==> src/rtl/spi_daisy_pkg.sv <==
package spi_daisy_pkg;
  localparam int unsigned WORD_W_DEF = 16;
  localparam int unsigned SYNC_DEF   = 2;

  // bit positions of the synchronized input bundle
  localparam int unsigned IN_CHAIN = 0;
  localparam int unsigned IN_SCK   = 1;
  localparam int unsigned IN_CS    = 2;
  localparam int unsigned IN_W     = 3;

  typedef struct packed {
    logic rise;
    logic fall;
  } sck_edge_t;
endpackage

==> src/rtl/sdr_sync.sv <==
module sdr_sync #(
  parameter int unsigned WIDTH  = 3,
  parameter int unsigned STAGES = 2,
  parameter logic [WIDTH-1:0] RESET_VAL = '0
) (
  input  logic             clk_i,
  input  logic             rst_ni,
  input  logic [WIDTH-1:0] d_i,
  output logic [WIDTH-1:0] q_o
);
  logic [WIDTH-1:0] stg_q [STAGES];

  for (genvar s = 0; s < STAGES; s++) begin : g_stage
    if (s == 0) begin : g_first
      always_ff @(posedge clk_i or negedge rst_ni) begin
        if (!rst_ni) stg_q[s] <= RESET_VAL;
        else         stg_q[s] <= d_i;
      end
    end else begin : g_next
      always_ff @(posedge clk_i or negedge rst_ni) begin
        if (!rst_ni) stg_q[s] <= RESET_VAL;
        else         stg_q[s] <= stg_q[s-1];
      end
    end
  end

  assign q_o = stg_q[STAGES-1];
endmodule

==> src/rtl/sdr_edge.sv <==
module sdr_edge
  import spi_daisy_pkg::*;
(
  input  logic      clk_i,
  input  logic      rst_ni,
  input  logic      sck_s_i,
  output sck_edge_t edge_o
);
  logic sck_d_q;

  always_ff @(posedge clk_i or negedge rst_ni) begin
    if (!rst_ni) sck_d_q <= 1'b0;
    else         sck_d_q <= sck_s_i;
  end

  assign edge_o.rise = sck_s_i & ~sck_d_q;
  assign edge_o.fall = ~sck_s_i & sck_d_q;
endmodule

==> src/rtl/sdr_word_shift.sv <==
module sdr_word_shift #(
  parameter int unsigned W  = 16,
  localparam int unsigned CW = $clog2(W + 1)
) (
  input  logic          clk_i,
  input  logic          rst_ni,
  input  logic          clr_i,
  input  logic          rise_i,
  input  logic [W-1:0]  value_i,
  output logic          bit_o,
  output logic          first_o,
  output logic          done_o,
  output logic [CW-1:0] cnt_o
);
  logic [W-1:0]  sh_q;
  logic [CW-1:0] cnt_q;

  assign first_o = (cnt_q == '0);
  assign done_o  = (cnt_q == CW'(W));
  assign cnt_o   = cnt_q;
  // first edge: bit comes straight from the parallel value, rest is parked
  assign bit_o   = first_o ? value_i[W-1] : sh_q[W-1];

  always_ff @(posedge clk_i or negedge rst_ni) begin
    if (!rst_ni) begin
      sh_q  <= '0;
      cnt_q <= '0;
    end else if (clr_i) begin
      sh_q  <= '0;
      cnt_q <= '0;
    end else if (rise_i) begin
      if (first_o) begin
        sh_q <= {value_i[W-2:0], 1'b0};
      end else if (!done_o) begin
        sh_q <= {sh_q[W-2:0], 1'b0};
      end
      if (!done_o) cnt_q <= cnt_q + 1'b1;
    end
  end
endmodule

==> src/rtl/sdr_delay_line.sv <==
module sdr_delay_line #(
  parameter int unsigned DEPTH = 16
) (
  input  logic clk_i,
  input  logic rst_ni,
  input  logic clr_i,
  input  logic shift_i,
  input  logic d_i,
  output logic head_o
);
  logic [DEPTH-1:0] dly_q;

  for (genvar i = 0; i < DEPTH; i++) begin : g_tap
    always_ff @(posedge clk_i or negedge rst_ni) begin
      if (!rst_ni)      dly_q[i] <= 1'b0;
      else if (clr_i)   dly_q[i] <= 1'b0;
      else if (shift_i) dly_q[i] <= (i == 0) ? d_i : dly_q[(i == 0) ? 0 : i-1];
    end
  end

  assign head_o = dly_q[DEPTH-1];
endmodule

==> src/rtl/spi_daisy_readout.sv <==
module spi_daisy_readout
  import spi_daisy_pkg::*;
#(
  parameter int unsigned WORD_W      = WORD_W_DEF,
  parameter int unsigned SYNC_STAGES = SYNC_DEF
) (
  input  logic              clk_i,
  input  logic              rst_ni,
  input  logic              cs_ni,
  input  logic              sck_i,
  input  logic              chain_i,
  input  logic [WORD_W-1:0] value_i,
  output logic              miso_o,
  output logic              miso_oe_o,
  output logic              chain_o,
  output logic              chain_oe_o
);
  localparam int unsigned CW = $clog2(WORD_W + 1);
  localparam logic [IN_W-1:0] IN_RST = IN_W'(1) << IN_CS;

  logic [IN_W-1:0] in_raw, in_s;
  sck_edge_t       sck_edge;
  logic            active, clr;
  logic            own_bit, own_first, own_done;
  logic [CW-1:0]   own_cnt;
  logic            dly_head;
  logic            pass_q, data_q;

  assign in_raw = {cs_ni, sck_i, chain_i};

  sdr_sync #(
    .WIDTH(IN_W), .STAGES(SYNC_STAGES), .RESET_VAL(IN_RST)
  ) u_sync (
    .clk_i(clk_i), .rst_ni(rst_ni), .d_i(in_raw), .q_o(in_s)
  );

  sdr_edge u_edge (
    .clk_i(clk_i), .rst_ni(rst_ni), .sck_s_i(in_s[IN_SCK]), .edge_o(sck_edge)
  );

  assign active = ~in_s[IN_CS];
  assign clr    = ~active;

  sdr_word_shift #(.W(WORD_W)) u_word (
    .clk_i(clk_i), .rst_ni(rst_ni), .clr_i(clr), .rise_i(sck_edge.rise),
    .value_i(value_i), .bit_o(own_bit), .first_o(own_first),
    .done_o(own_done), .cnt_o(own_cnt)
  );

  // upstream data is stable around the falling edge, sample it there
  sdr_delay_line #(.DEPTH(WORD_W)) u_dly (
    .clk_i(clk_i), .rst_ni(rst_ni), .clr_i(clr), .shift_i(sck_edge.fall),
    .d_i(in_s[IN_CHAIN]), .head_o(dly_head)
  );

  always_ff @(posedge clk_i or negedge rst_ni) begin
    if (!rst_ni) begin
      pass_q <= 1'b0;
      data_q <= 1'b0;
    end else if (clr) begin
      pass_q <= 1'b0;
      data_q <= 1'b0;
    end else if (sck_edge.rise) begin
      if (pass_q || own_done) begin
        pass_q <= 1'b1;
        data_q <= dly_head;
      end else begin
        data_q <= own_bit;
      end
    end
  end

  assign miso_o     = data_q;
  assign chain_o    = data_q;
  assign miso_oe_o  = active & ~pass_q;
  assign chain_oe_o = active & pass_q;
endmodule

==> config.mk <==
export PLATFORM = sky130hd
export DESIGN_NAME = spi_daisy_readout
export DESIGN_NICKNAME = d
export VERILOG_FILES = /design/src/rtl/spi_daisy_pkg.sv /design/src/rtl/sdr_sync.sv /design/src/rtl/sdr_edge.sv /design/src/rtl/sdr_word_shift.sv /design/src/rtl/sdr_delay_line.sv /design/src/rtl/spi_daisy_readout.sv
export SDC_FILE = /design/constraint.sdc
export NUM_CORES = 1
export LEC_CHECK = 0
export CAP_MARGIN = 15
export CORE_MARGIN = 5
export CORE_UTILIZATION = 50
export CTS_CLUSTER_SIZE = 28
export DETAILED_ROUTE_END_ITERATION = 8
export GPL_ROUTABILITY_DRIVEN = 0
export PLACE_DENSITY = 0.73
export RECOVER_POWER = 50
export SLEW_MARGIN = 20
export SYNTH_ARGS = -nofsm -noshare
export SYNTH_HDL_FRONTEND = slang
export SYNTH_SLANG_ARGS = --single-unit
==> constraint.sdc <==
create_clock -name clk_i -period 2.2 [get_ports clk_i]
set_input_delay 0.44 -clock clk_i [delete_from_list [all_inputs] [get_ports clk_i]]
set_output_delay 0.44 -clock clk_i [all_outputs]
set_load 0.02 [all_outputs]
==> summary.txt, run 1 <==
Area growth syn-to-layout: 16.09%
Worst Path Arrival: 1.53 ns
Global route overflow: 0
Outcome: complete, no violations
# fillers: 357
Crit path required time: 1.76 ns
Min-Delay Startpoint: u_sync.stg_q[5]
Vias per cell: 5.227
Crit-path cells: nor2b_1 > clkdlybuf4s50_1
Vias in the first global route: 1505
Die Height: 75.17 µm
Hold Crit Depth: 0
Clk sinks: 45
I/O pins: 25
MaxCap Viol Count: 0
Pre-CTS setup slack: 0.3350 ns
Layout cells sized above 1: 12.03%
Starting Density: 52.33%
Total negative slack: 0 ns
Actual slew at the worst max-slew pin: 1.065 ns
1st-iter DRT viols: 117
Library cells used by synthesis: 29
DP HPWL: 2.473 mm
Die area: 5650 µm²
YS warnings: 0
Mapped Area: 2123 µm²
Seq/Total Area, Yosys: 53.15%
# nets final: 263
Register Area: 1129 µm²
Dpl cells: 283
Final setup fails: 0
Post-CTS sizing: 0
Worst R2R Setup Slack: 0.32 ns
Die Wd: 75.17 µm
CTS H-tree lvls: 2
Total setup buffers inserted after CTS: 0
Global-route usage over all layers: 15.55%
Hold_buf cts: 0
Hold Crit Class: flip-flop to flip-flop
Dpl cell area: 2377 µm²
CTS root buf: clkbuf_8
Maximum VDD drop: 0.0004486 V
WS Path Type: flip-flop to primary output
CTS tree: done
Drt wl/cell: 13.02 µm
Maximum root-to-sink buffer count: 2
Slowest library cell on the worst path: dfstp_2
Crit start category: flip-flop
Worst R2R End: u_word.sh_q[4]
Layout Cells excl Fill: 291
Largest net degree at the start of global routing: 46
Skew final: 0.002363 ns
Worst-Skew Late Latency: 0.29 ns
Gate Count Post-Synth: 221
R2R depth: 7
Final hold viol count: 0
Max_slew headroom: 29.01%
Hold Path End: u_sync.q_o[2]
Drt total wl: 3.790 mm
Tcrit/Tclk final: 89.35%
TritonCTS Buffers: 5
Crit path capture type: primary output
# DRC: 0
RSZ-0062 raised after global routing: false
Setup ws final: 0.2343 ns
Core Area: 4058 µm²
Max FO, Critical Path: 9
#FFs+latches synth: 45
Multi-input gate area in the final layout: 890.9 µm²
First-pass GRT wire length: 6.699 mm
PD cells: 634.2 nW/µm²
Mapped Nets: 244
Min Clock Period, post-route: 1.966 ns
R2R Path Start: u_word.cnt_o[0]
Fin area: 2465 µm²
Mean Syn Cell Area: 9.608 µm²
DR vias: 1521
Max stage delay on crit path: 0.62 ns
Initial antenna violation count: 0
Fmax: 508.7 MHz
Pre-antenna DRT Iters: 6
Clk slew on worst S/H paths: 0.07 ns
P_leak: 0.001053 µW
Site row count: 23
Antenna Cells: 0
Max Transition Viols Final: 0
Input/output buffers: 24
Post-route ant nets: 0
==> report_power, final <==
part / total, µW / switching, µW / internal, µW / leakage (µW)
Combinational: 190 / 101 / 89.2 / 0.000404
Clock: 506 / 250 / 256 / 0.0000455
Sequential: 867 / 14.7 / 853 / 0.000604
Total: 1560 / 365 / 1200 / 0.00105
==> metrics by stage <==
stage               util [%]  hold WS (ns)  power (µW)
floorplan                  -        0.1444        1004
global placement       58.59        0.3328        1076
detailed placement     58.59        0.3434        1078
CTS                    60.81        0.2295        1594
global route           60.75        0.3633        1645
finish                 60.75        0.3579        1563
==> state kept, by name (all words and copies together), names as in the netlist <==
register	cells
u_dly.head_o	1
u_dly.dly_q	15
u_sync.q_o	3
pass_q	1
u_word.cnt_o	5
u_sync.stg_q	3
u_word.sh_q	15
u_edge.sck_d_q	1
chain_o	1
==> logic make-up (layout without fill, tap and decap cells) <==
logic type | count (synthesis) | after routing | share of synthesized area, %
AO/OA/AOI/OAI | 51 | 51 | 12.73
XOR/XNOR | 3 | 3 | 1.238
adder cells (fa/ha/maj) | 2 | 2 | 1.178
buffers and inverters | 21 | 41 | 4.891
flip-flops | 45 | 45 | 53.15
multiplexers | 2 | 2 | 0.9429
AND/OR/NAND/NOR | 97 | 97 | 25.87
==> worst max-delay path by stage <==
| stage | startpoint | end | slack, ns |
|---|---|---|---|
| finish | u_sync.q_o[2] | chain_oe_o | 0.23 |
| global placement | u_word.cnt_o[0] | u_word.sh_q[4] | 0.36 |
| global route | u_word.cnt_o[0] | u_word.sh_q[2] | 0.14 |
| floorplan | u_word.cnt_o[0] | u_word.sh_q[8] | 0.54 |
| detailed placement | u_word.cnt_o[0] | u_word.sh_q[4] | 0.33 |
| CTS | u_sync.q_o[2] | chain_oe_o | 0.21 |
==> layout by cell type (no fill, tap or decap), drive strengths merged <==
cell | synthesis | final
nor2b | 3 | 3
nand2b | 3 | 3
inv | 2 | 2
clkbuf | 11 | 9
a31oi | 1 | 1
nand2 | 48 | 48
xnor2 | 1 | 1
a21o | 1 | 1
nand3b | 1 | 1
clkdlybuf4s50 | 0 | 20
o41ai | 1 | 1
xor2 | 2 | 2
buf | 8 | 7
dfstp | 2 | 2
nor2 | 8 | 8
nor3b | 15 | 15
nand4b | 1 | 1
or3 | 1 | 1
o21ai | 14 | 14
ha | 2 | 2
and2 | 14 | 14
dlygate4sd3 | 0 | 3
mux2i | 2 | 2
or3b | 1 | 1
a21oi | 34 | 34
nand4 | 2 | 2
dfrtp | 43 | 43
==> per-layer routing <==
layer,part of all wire [%],global-route usage (%),vias up
li1,-,-,762
met4,1.2,5.243,0
met2,46,25.24,29
met5,0,0,-
met1,46,20.55,724
met3,6.0,3.738,6
==> Yosys cell counts <==
| cell | count | area share (%) |
|---|---|---|
| nor2b_1 | 3 | 0.88 |
| or3b_4 | 1 | 0.53 |
| o41ai_2 | 1 | 0.77 |
| inv_1 | 2 | 0.35 |
| buf_2 | 5 | 1.2 |
| nor2_1 | 8 | 1.4 |
| nand4_1 | 2 | 0.59 |
| ha_1 | 2 | 1.2 |
| nand3b_1 | 1 | 0.35 |
| mux2i_1 | 2 | 0.94 |
| nand2b_1 | 3 | 0.88 |
| nor3b_1 | 4 | 1.4 |
| dfstp_2 | 2 | 2.5 |
| buf_4 | 1 | 0.35 |
| and2_0 | 6 | 1.8 |
| and2_1 | 8 | 2.4 |
| nor3b_2 | 11 | 6.5 |
| clkbuf_1 | 11 | 1.9 |
| a31oi_1 | 1 | 0.29 |
| dfrtp_1 | 43 | 51 |
| xnor2_1 | 1 | 0.41 |
| nand2_1 | 48 | 8.5 |
| or3_1 | 1 | 0.29 |
| xor2_1 | 2 | 0.83 |
| a21oi_1 | 34 | 8.0 |
| nand4b_1 | 1 | 0.41 |
| o21ai_1 | 14 | 3.3 |
| buf_6 | 2 | 1.1 |
| a21o_1 | 1 | 0.35 |
==> layout make-up <==
type / instances / area share [%]
multi-input cells: 155 / 36.14
repair buffers: 31 / 11.57
flip-flops and latches: 45 / 45.79
well taps: 50 / 2.538
inverters: 2 / 0.3046
clock buffers: 8 / 3.655
==> worst max-delay path: cells and delay by family, from the launching register on <==
family,cells,cell delay [ns]
DFF,1,0.62
buffers and inverters,1,0.54
and+or+nand+nor,1,0.08
No activity file was read; power rests on OpenSTA's default activity.
==> run 2, diff against run 1 <==
--- a/config.mk
+++ b/config.mk
@@ -5,12 +5,14 @@
 export SDC_FILE = /design/constraint.sdc
 export NUM_CORES = 1
 export LEC_CHECK = 0
+export ABC_CLOCK_PERIOD_IN_PS = 2200
 export CAP_MARGIN = 15
 export CORE_MARGIN = 5
 export CORE_UTILIZATION = 50
 export CTS_CLUSTER_SIZE = 28
 export DETAILED_ROUTE_END_ITERATION = 8
 export GPL_ROUTABILITY_DRIVEN = 0
+export GPL_TIMING_DRIVEN = 1
 export PLACE_DENSITY = 0.73
 export RECOVER_POWER = 50
 export SLEW_MARGIN = 20
==> results of run 2 <==
No change in the layout: final DEF, timing and power equal those of run 1.
==> run 3, diff against run 2 <==
--- a/config.mk
+++ b/config.mk
@@ -15,7 +15,6 @@
 export GPL_TIMING_DRIVEN = 1
 export PLACE_DENSITY = 0.73
 export RECOVER_POWER = 50
-export SLEW_MARGIN = 20
 export SYNTH_ARGS = -nofsm -noshare
 export SYNTH_HDL_FRONTEND = slang
 export SYNTH_SLANG_ARGS = --single-unit
==> results of run 3 <==
No change in the layout: final DEF, timing and power equal those of run 1.
